--- src/rtl/pacc_pkg.sv ---
package pacc_pkg;
   // Fixed bit positions of the high byte; software and the bench decode them
   localparam int unsigned REG_W    = 16;
   localparam int unsigned LO_W     = 8;
   localparam int unsigned B_PIN    = 15;
   localparam int unsigned B_EN     = 14;
   localparam int unsigned B_MODE   = 13;
   localparam int unsigned B_POL    = 12;
   localparam int unsigned B_OVF    = 11;
   localparam int unsigned B_EVF    = 10;

   typedef enum logic {
      MODE_EVENT = 1'b0,
      MODE_GATED = 1'b1
   } acc_mode_e;

   typedef struct packed {
      logic      en;
      acc_mode_e mode;
      logic      pol;
   } acc_ctrl_t;
endpackage

--- src/rtl/pacc_sync.sv ---
module pacc_sync #(
   parameter int unsigned STAGES = 2
) (
   input  logic clk,
   input  logic rst_n,
   input  logic d,
   output logic q
);
   logic [STAGES-1:0] chain_q;

   always_ff @(posedge clk or negedge rst_n) begin
      if (!rst_n) chain_q <= '0;
      else        chain_q <= {chain_q[STAGES-2:0], d};
   end

   assign q = chain_q[STAGES-1];
endmodule

--- src/rtl/pacc_qual.sv ---
module pacc_qual
   import pacc_pkg::*;
(
   input  logic      clk,
   input  logic      rst_n,
   input  logic      lvl,
   input  logic      tick,
   input  acc_ctrl_t ctrl,
   output logic      inc,
   output logic      evt_flag_set
);
   logic lvl_prev_q;
   logic rise, fall, gate_now, gate_was, gate_close;
   logic ev_hit, gt_hit;

   always_ff @(posedge clk or negedge rst_n) begin
      if (!rst_n) lvl_prev_q <= 1'b0;
      else        lvl_prev_q <= lvl;
   end

   always_comb begin
      rise       = lvl & ~lvl_prev_q;
      fall       = ~lvl & lvl_prev_q;
      gate_now   = ctrl.pol ? ~lvl : lvl;
      gate_was   = ctrl.pol ? ~lvl_prev_q : lvl_prev_q;
      gate_close = gate_was & ~gate_now;
      ev_hit     = ctrl.pol ? rise : fall;
      gt_hit     = tick & gate_now;
      inc          = 1'b0;
      evt_flag_set = 1'b0;
      if (ctrl.en) begin
         if (ctrl.mode == MODE_EVENT) begin
            inc          = ev_hit;
            evt_flag_set = ev_hit;
         end else begin
            inc          = gt_hit;
            evt_flag_set = gate_close;
         end
      end
   end
endmodule

--- src/rtl/pacc_counter.sv ---
module pacc_counter #(
   parameter int unsigned CNT_W = 8
) (
   input  logic             clk,
   input  logic             rst_n,
   input  logic             load,
   input  logic [CNT_W-1:0] load_val,
   input  logic             inc,
   output logic [CNT_W-1:0] cnt,
   output logic             wrap
);
   localparam logic [CNT_W-1:0] CNT_MAX = {CNT_W{1'b1}};
   logic [CNT_W-1:0] cnt_q;

   always_ff @(posedge clk or negedge rst_n) begin
      if (!rst_n)   cnt_q <= '0;
      else if (load) cnt_q <= load_val;
      else if (inc)  cnt_q <= cnt_q + 1'b1;
   end

   assign wrap = inc & ~load & (cnt_q == CNT_MAX);
   assign cnt  = cnt_q;
endmodule

--- src/rtl/pulse_acc.sv ---
module pulse_acc
   import pacc_pkg::*;
#(
   parameter int unsigned CNT_W       = 8,
   parameter int unsigned SYNC_STAGES = 2
) (
   input  logic        clk,
   input  logic        rst_n,
   input  logic        pin_in,
   input  logic        tick,
   input  logic        reg_wr,
   input  logic [1:0]  reg_be,
   input  logic [15:0] reg_wdata,
   output logic [15:0] reg_rdata
);
   localparam int unsigned PAD_W = LO_W - CNT_W;

   if (CNT_W < 1 || CNT_W > LO_W) begin : g_bad_width
      $error("pulse_acc: CNT_W must lie in 1..8");
   end
   if (SYNC_STAGES < 2) begin : g_bad_sync
      $error("pulse_acc: SYNC_STAGES must be at least 2");
   end

   logic             pin_s;
   acc_ctrl_t        ctrl_q;
   logic             en_q, mode_q;
   logic             ovf_q, evf_q;
   logic             hi_wr, cnt_ld, ovf_clr, evf_clr;
   logic             inc, evt_set, wrap;
   logic [CNT_W-1:0] ld_val, cnt_q;
   logic [LO_W-1:0]  lo_byte;

   assign hi_wr   = reg_wr & reg_be[1];
   assign cnt_ld  = reg_wr & reg_be[0];
   assign ovf_clr = hi_wr & reg_wdata[B_OVF];
   assign evf_clr = hi_wr & reg_wdata[B_EVF];
   assign ld_val  = reg_wdata[CNT_W-1:0];

   pacc_sync #(.STAGES(SYNC_STAGES)) u_sync (
      .clk(clk), .rst_n(rst_n), .d(pin_in), .q(pin_s)
   );

   always_ff @(posedge clk or negedge rst_n) begin
      if (!rst_n) begin
         ctrl_q <= '{en: 1'b0, mode: MODE_EVENT, pol: 1'b0};
      end else if (hi_wr) begin
         ctrl_q.en   <= reg_wdata[B_EN];
         ctrl_q.mode <= acc_mode_e'(reg_wdata[B_MODE]);
         ctrl_q.pol  <= reg_wdata[B_POL];
      end
   end

   assign en_q   = ctrl_q.en;
   assign mode_q = ctrl_q.mode;

   pacc_qual u_qual (
      .clk(clk), .rst_n(rst_n), .lvl(pin_s), .tick(tick), .ctrl(ctrl_q),
      .inc(inc), .evt_flag_set(evt_set)
   );

   pacc_counter #(.CNT_W(CNT_W)) u_cnt (
      .clk(clk), .rst_n(rst_n), .load(cnt_ld), .load_val(ld_val),
      .inc(inc), .cnt(cnt_q), .wrap(wrap)
   );

   // Setting a flag wins over clearing it in the same cycle
   always_ff @(posedge clk or negedge rst_n) begin
      if (!rst_n) begin
         ovf_q <= 1'b0;
         evf_q <= 1'b0;
      end else begin
         ovf_q <= wrap    | (ovf_q & ~ovf_clr);
         evf_q <= evt_set | (evf_q & ~evf_clr);
      end
   end

   if (CNT_W == LO_W) begin : g_full
      assign lo_byte = cnt_q;
   end else begin : g_pad
      assign lo_byte = {{PAD_W{1'b0}}, cnt_q};
   end

   assign reg_rdata = {pin_s, ctrl_q.en, ctrl_q.mode, ctrl_q.pol,
                       ovf_q, evf_q, 2'b00, lo_byte};
endmodule

--- config.mk ---
export PLATFORM = sky130hd
export DESIGN_NAME = pulse_acc
export DESIGN_NICKNAME = d
export VERILOG_FILES = /design/src/rtl/pacc_pkg.sv /design/src/rtl/pacc_sync.sv /design/src/rtl/pacc_qual.sv /design/src/rtl/pacc_counter.sv /design/src/rtl/pulse_acc.sv
export SDC_FILE = /design/constraint.sdc
export NUM_CORES = 1
export LEC_CHECK = 0
export ABC_AREA = 1
export BUFFER_PORTS_ARGS = -buffer_cell sky130_fd_sc_hd__buf_2
export CAP_MARGIN = 20
export CORE_ASPECT_RATIO = 1.1
export CORE_MARGIN = 8
export CORE_UTILIZATION = 42
export DETAILED_ROUTE_END_ITERATION = 6
export HOLD_SLACK_MARGIN = 0.12
export PLACE_DENSITY_LB_ADDON = 0.12
export SLEW_MARGIN = 20
export SYNTH_ARGS = -nofsm -noshare
export SYNTH_HDL_FRONTEND = slang
export SYNTH_SLANG_ARGS = --single-unit
--- constraint.sdc ---
create_clock -name clk -period 1.25 [get_ports clk]
set_input_delay 0.375 -clock clk [delete_from_list [all_inputs] [get_ports clk]]
set_output_delay 0.375 -clock clk [all_outputs]
set_load 0.03 [all_outputs]
==> qor.txt, run 1 <==
Comb power frac: 58.1%
clock transition at the registers of the reported paths: 0.11 ns
most used cell, CP: nand2_1
pin count of the biggest net entering global routing: 17
average vias per placed instance: 4.84
Finished Layout Cells: 210
CTS tree: done
initial antenna violation count: 0
Syn. warnings: 0
Worst path slowest cell: dfrtp_2
synthesized instance count: 126
vias: 1017
area share of the largest cell type after synthesis: 41.9%
antenna viol nets, final: 0
CP Class: reg -> reg
CP required: 1.46 ns
initial DRC count: 43
top cells by count, synth: 47 x nand2_1, 16 x dfrtp_1, 16 x nand3_1
Skew-Pair Late Insertion Delay: 0.30 ns
CTS Buf Count: 3
Setup-failing EPs final: 7
crit start category: register
Final Slew Violations: 0
CTS max path bufs: 2
Layout area overhead: 56.8%
register bit total from synthesis: 16
synthesized area per cell: 7.59 µm²
asr flop ratio synth: 100%
worst hold path class: in -> reg
count leader, synth: nand2_1
layout cells sized above 1: 46.7%
design internal power: 1.58 mW
vias in the first global route: 995
first-pass GRT wire length: 4400 µm
crit-path cells: buf_4 > ha_4 > nand3_4 > nor2_4 > nand2_2 > nand2_1 > o21ai_1 > nand2_1 > nand2_1
RePlAce Congestion: 0.770
mapped cell area: 956 µm²
Place WS: -0.0300 ns
Die W: 61.5 µm
worst-case reg-to-reg path depth: 9
Clock Skews: 0.0108 ns
PnR Total Power: 2.74 mW
arrival time at the worst endpoint: 1.50 ns
RSZ-0062 raised after global routing: true
outcome: finished, violations left
# DRC: 0
FP Rows: 18
clock network fraction of design power: 13.4%
Port Buffers: 33
sequential power share: 28.6%
synth unique cells: 23
crit share post-route: 103%
Layout Nets: 205
Pre-Repair DR Iteration Count: 4
Initial Util: 43.3%
Seq/Total Area, Yosys: 41.9%
Die ar.: 4060 µm²
total track usage: 14.4%
Antenna Cells: 0
Period minus WS final: 1.29 ns
critical path endpoint category: register
violated checks: negative setup slack
post-DP HPWL: 1740 µm
clock sink count: 16
WHS Path Cells: 1
Max VDD drop: 1.22 mV
WL final: 2860 µm
# placed instances: 187
register-to-register setup slack: -0.04 ns
Max Fclk: 777 MHz
CP max stage delay: 0.41 ns
reg2reg end: u_cnt.cnt[6]
top post-synthesis cells by area: dfrtp_1 42%, nand2_1 18%, nand3_1 8.4%
FF-to-FF Start: u_cnt.cnt[0]
Post-synth EDFFs: 0
area leader, netlist: dfrtp_1
Lkg Pwr: 0.753 nW
Die Ht: 66.0 µm
Setup WS post-layout: -0.0375 ns
MaxCap Viol Count: 0
Sw Share: 42.5%
endpoints failing hold: 0
total gr overflow: 0
Sw Pwr: 1.16 mW
P per Cell Area: 1830 nW/µm²
H-tree depth: 1
# IOs: 39
critical-path maximum fanout: 3
WL/cell: 13.6 µm
core box area: 2210 µm²
Hold Crit Start: pin_in
hold path endpoint: u_sync.chain_q[0]
Root Driver: clkbuf_4
ys flop type: dfrtp_1
[power groups by stage]
stage               Sequential [mW]  Combinational, mW  Clock, mW
detailed placement            0.865              0.911          0
finish                        0.783               1.59      0.366
floorplan                      1.05              0.473          0
global placement              0.859              0.898          0
global route                  0.802               1.72      0.390
CTS                           0.761               1.41      0.367
[per-layer routing]
metal  track usage, %  wire [µm]
met1             15.4       1080
met2             24.9       1520
met4             5.70         38
met5                0          0
met3             5.06        227
[cell usage in the layout (no fill, tap or decap)]
cell,netlist,routed
a21oi_1,2,2
a31oi_1,2,2
a32o_1,1,1
buf_12,0,1
buf_2,0,19
buf_4,7,21
buf_6,2,15
clkbuf_4,0,3
clkbuf_8,0,1
clkinv_1,1,1
conb_1,1,2
dfrtp_1,16,11
dfrtp_2,0,5
dlygate4sd3_1,0,1
ha_4,0,1
inv_1,8,8
mux2_2,1,1
nand2_1,47,42
nand2_2,2,6
nand2_4,1,1
nand2_8,0,1
nand3_1,16,13
nand3_2,0,3
nand3_4,1,2
nand4_1,2,2
nor2_1,6,5
nor2_2,2,2
nor2_4,0,1
o21ai_0,2,1
o21ai_1,3,3
o21ai_2,0,1
o21bai_1,1,1
xnor2_1,1,1
[registers in the layout (all words and copies together), names as in the netlist]
register	cells
evf_q	1
reg_rdata	1
u_cnt.cnt	8
en_q	1
u_qual.lvl_prev_q	1
mode_q	1
ovf_q	1
u_sync.chain_q	2
[cells by family after synthesis]
kind of cell	Yosys count	share of synthesized area [%]
AOI/OAI and AO/OA	11	6.81
other	1	0.392
xor gates and xnor gates	1	0.916
DFF	16	41.9
buffers and inverters	18	11.4
and+or+nand+nor	77	36.1
adders and majority gates	1	1.31
muxes	1	1.18
[stage by stage]
stage / utilization [%] / hold WS, ns / setup TNS (ns) / area, µm²
final: 67.9 / 0.177 / -0.175 / 1500
after global placement: 52.2 / 0.311 / 0 / 1150
after global routing: 67.9 / 0.166 / -0.835 / 1500
after CTS: 62.9 / 0.172 / -0.209 / 1390
after detailed placement: 52.2 / 0.314 / -0.0467 / 1150
after floorplan: - / 0.0794 / -0.00901 / 980
[timing repair]
| item | 4_1_cts | 5_1_grt |
|---|---|---|
| cloned | 1 | 0 |
| resized for setup | 22 | 26 |
| endpoints found under the hold margin | 16 | 0 |
| buffers inserted | 14 | 3 |
| hold buffers | 1 | 0 |
| pin swaps | 1 | 11 |
| setup endpoints to repair | 20 | 23 |
[critical path, delay by kind of cell, from the launching register on]
family	cells	cell delay (ns)
AO/OA/AOI/OAI	1	0.07
flip-flops	1	0.41
adder cells (fa/ha/maj)	1	0.15
buffers and inverters	1	0.13
AND/OR/NAND/NOR	6	0.44
[final cells by class]
class                   instances  area, µm²
fillers                       190        708
inverters                       9       33.8
multi-input cells              94        533
flip-flops and latches         16        407
clock buffers                   4       36.3
well taps                      30       37.5
repair buffers                 57        452
[how the worst max path moves through the flow]
stage | slack [ns] | cells past startpoint | to | startpoint
floorplan | -0.009 | 8 | u_cnt.cnt[6] | u_cnt.cnt[1]
global placement | 0.004 | 7 | u_cnt.cnt[1] | u_sync.chain_q[1]
detailed placement | -0.03 | 8 | u_cnt.cnt[0] | reg_wr
CTS | -0.05 | 1 | reg_rdata[15] | u_sync.chain_q[1]
global route | -0.11 | 9 | u_cnt.cnt[6] | u_cnt.cnt[1]
finish | -0.04 | 9 | u_cnt.cnt[6] | u_cnt.cnt[0]
Power figures use the tool's default switching activity.
==> inputs of run 2 (changes only) <==
ABC_AREA = default   (was 1)
CORE_UTILIZATION = 41   (was 42)
==> run 2 against run 1 <==
The flow still finishes with violations (negative setup slack); maximum frequency is 27% lower; count of clock-buffer cells in the layout stayed put; clock skew fell by 0.0058 ns; sequential cell count unchanged; global-route usage rose by 0.37 points; synthesized cell count is 30% lower; critical endpoint is now u_cnt.cnt[5]; total power shrank 25%; core utilization rose by 1.4 points; worst setup slack got worse by 0.48 ns; critical path type unchanged.
==> qor.txt, run 2 <==
total track usage: 14.8%
clock transition at the registers of the reported paths: 0.10 ns
asr flop ratio synth: 100%
Root Driver: clkbuf_4
endpoints failing hold: 0
Port Buffers: 33
Die W: 60.9 µm
total gr overflow: 0
mapped cell area: 910 µm²
CP Class: reg -> reg
P per Cell Area: 1360 nW/µm²
count leader, synth: dfrtp_1
arrival time at the worst endpoint: 1.98 ns
Antenna Cells: 0
Max Fclk: 565 MHz
Post-synth EDFFs: 0
Skew-Pair Late Insertion Delay: 0.28 ns
Period minus WS final: 1.77 ns
synth unique cells: 30
CTS tree: done
Final Slew Violations: 0
final core occ: 69.3%
area share of the largest cell type after synthesis: 44.0%
antenna viol nets, final: 0
H-tree depth: 1
clock sink count: 16
synthesized area per cell: 10.3 µm²
violated checks: negative setup slack
Setup WS post-layout: -0.521 ns
Initial Util: 41.6%
vias in the first global route: 969
max reg flops: 8
critical path endpoint category: register
core box area: 2180 µm²
crit share post-route: 142%
post-DP HPWL: 1910 µm
# DRC: 0
Layout Nets: 176
most frequent cells in the layout: 23 x buf_6, 22 x buf_4, 19 x buf_2
first-pass GRT wire length: 4510 µm
Syn. warnings: 0
pin count of the biggest net entering global routing: 17
top cells by count, synth: 16 x dfrtp_1, 7 x buf_4, 7 x nand3_1, 7 x nor2_1
vias: 928
Clock Skews: 0.00501 ns
CTS Buf Count: 3
Pre-Repair DR Iteration Count: 4
register bit total from synthesis: 16
Die Ht: 65.4 µm
WL final: 2650 µm
RePlAce Congestion: 0.826
top post-synthesis cells by area: dfrtp_1 44%, buf_4 5.8%, a31oi_1 4.1%
Max VDD drop: 1.26 mV
post-synthesis xor/xnor area fraction: 0.963%
# IOs: 39
Die ar.: 3980 µm²
ys flop type: dfrtp_1
outcome: finished, violations left
layout cells sized above 1: 58.3%
WL/cell: 14.6 µm
largest family of logic cells by synthesized area: simple AND/OR/NAND/NOR gates
Setup-failing EPs final: 22
CTS max path bufs: 2
worst hold path class: in -> reg
simple-gate share of the synthesized area: 25.6%
RSZ-0062 raised after global routing: true
Seq/Total Area, Yosys: 44.0%
crit start category: register
synthesized instance count: 88
Lkg Pwr: 0.695 nW
PnR Total Power: 2.06 mW
multiplexer share of the synthesized area: 3.71%
FP Rows: 18
area leader, netlist: dfrtp_1
MaxCap Viol Count: 0
average vias per placed instance: 5.13
adder-cell area share of the yosys netlist: 1.38%
initial DRC count: 17
complex-gate fraction of the synthesized area: 16.2%
Layout area overhead: 66.4%
critical-path maximum fanout: 8
initial antenna violation count: 0
commonest non-fill, non-tap cell in the layout: buf_6
CP required: 1.46 ns
run 2: cell types whose count changed after synthesis, moves of 3 or more:
cell | previous run | this run
o31ai_1 | 0 | 3
a31oi_1 | 2 | 6
o21ai_1 | 3 | 0
nand3_1 | 16 | 7
or4_1 | 0 | 3
nand2_1 | 47 | 5
inv_1 | 8 | 2
o21ai_0 | 2 | 6
run 2: repair_timing:
item,4_1_cts,5_1_grt
endpoints found under the hold margin,16,0
pin swaps,10,7
hold buffers,1,0
buffers inserted,9,8
gates resized for setup,37,17
endpoints found under the setup margin,21,23
run 2: final cells by class:
class,count,area [µm²]
multi-input cells,63,478
well taps,30,37.5
fillers,181,671
inverters,2,7.51
flip-flops and latches,16,405
repair buffers,66,549
clock buffers,4,36.3
run 2: worst paths after layout:
check	startpoint	end	slack (ns)	cells past startpoint
max	reg_rdata[12]	u_cnt.cnt[5]	-0.52	5
min reg2reg	u_sync.chain_q[0]	u_sync.chain_q[1]	0.36	0
max reg2reg	reg_rdata[12]	u_cnt.cnt[5]	-0.52	5
min	pin_in	u_sync.chain_q[0]	0.19	1
min in group asynchronous	rst_n	evf_q	0.52	2
max in group asynchronous	rst_n	u_sync.chain_q[1]	0.43	2
run 2: cells by family (layout without fill, tap and decap cells):
family | count (synthesis) | count (layout)
compound gates | 20 | 20
xor+xnor | 1 | 1
fa+ha+maj | 1 | 1
buf+inv | 10 | 72
flops | 16 | 16
mux | 3 | 3
other cells | 1 | 2
simple gates | 36 | 36
run 2: power by group:
group	switching, mW	total (mW)	internal [mW]
Sequential	0.0992	0.701	0.602
Combinational	0.471	1.02	0.549
Clock	0.165	0.342	0.177
Total	0.735	2.06	1.33
run 2: metal layers:
layer	GRT usage, %	routed length, µm
met1	16.0	1000
met2	25.5	1400
met3	5.27	225
met4	5.25	18
met5	0	0
run 2: worst max-delay path, stage by stage, from the launching register on:
cell and delay (ns):
dfrtp_2 0.46, nor4b_4 0.29, buf_4 0.18, o41ai_4 0.13, or4_1 0.49, a31oi_1 0.15
run 2: per-stage QoR:
stage	setup slack (ns)	instances	setup TNS (ns)	hold slack, ns	instance area [µm²]
after detailed placement	-0.512	161	-3.89	0.311	1190
after floorplan	-0.417	89	-3.26	0.0794	915
after CTS	-0.493	175	-4.79	0.178	1430
final	-0.521	181	-5.09	0.194	1510
after global placement	-0.444	161	-3.46	0.315	1190
after global routing	-0.631	181	-6.76	0.162	1510
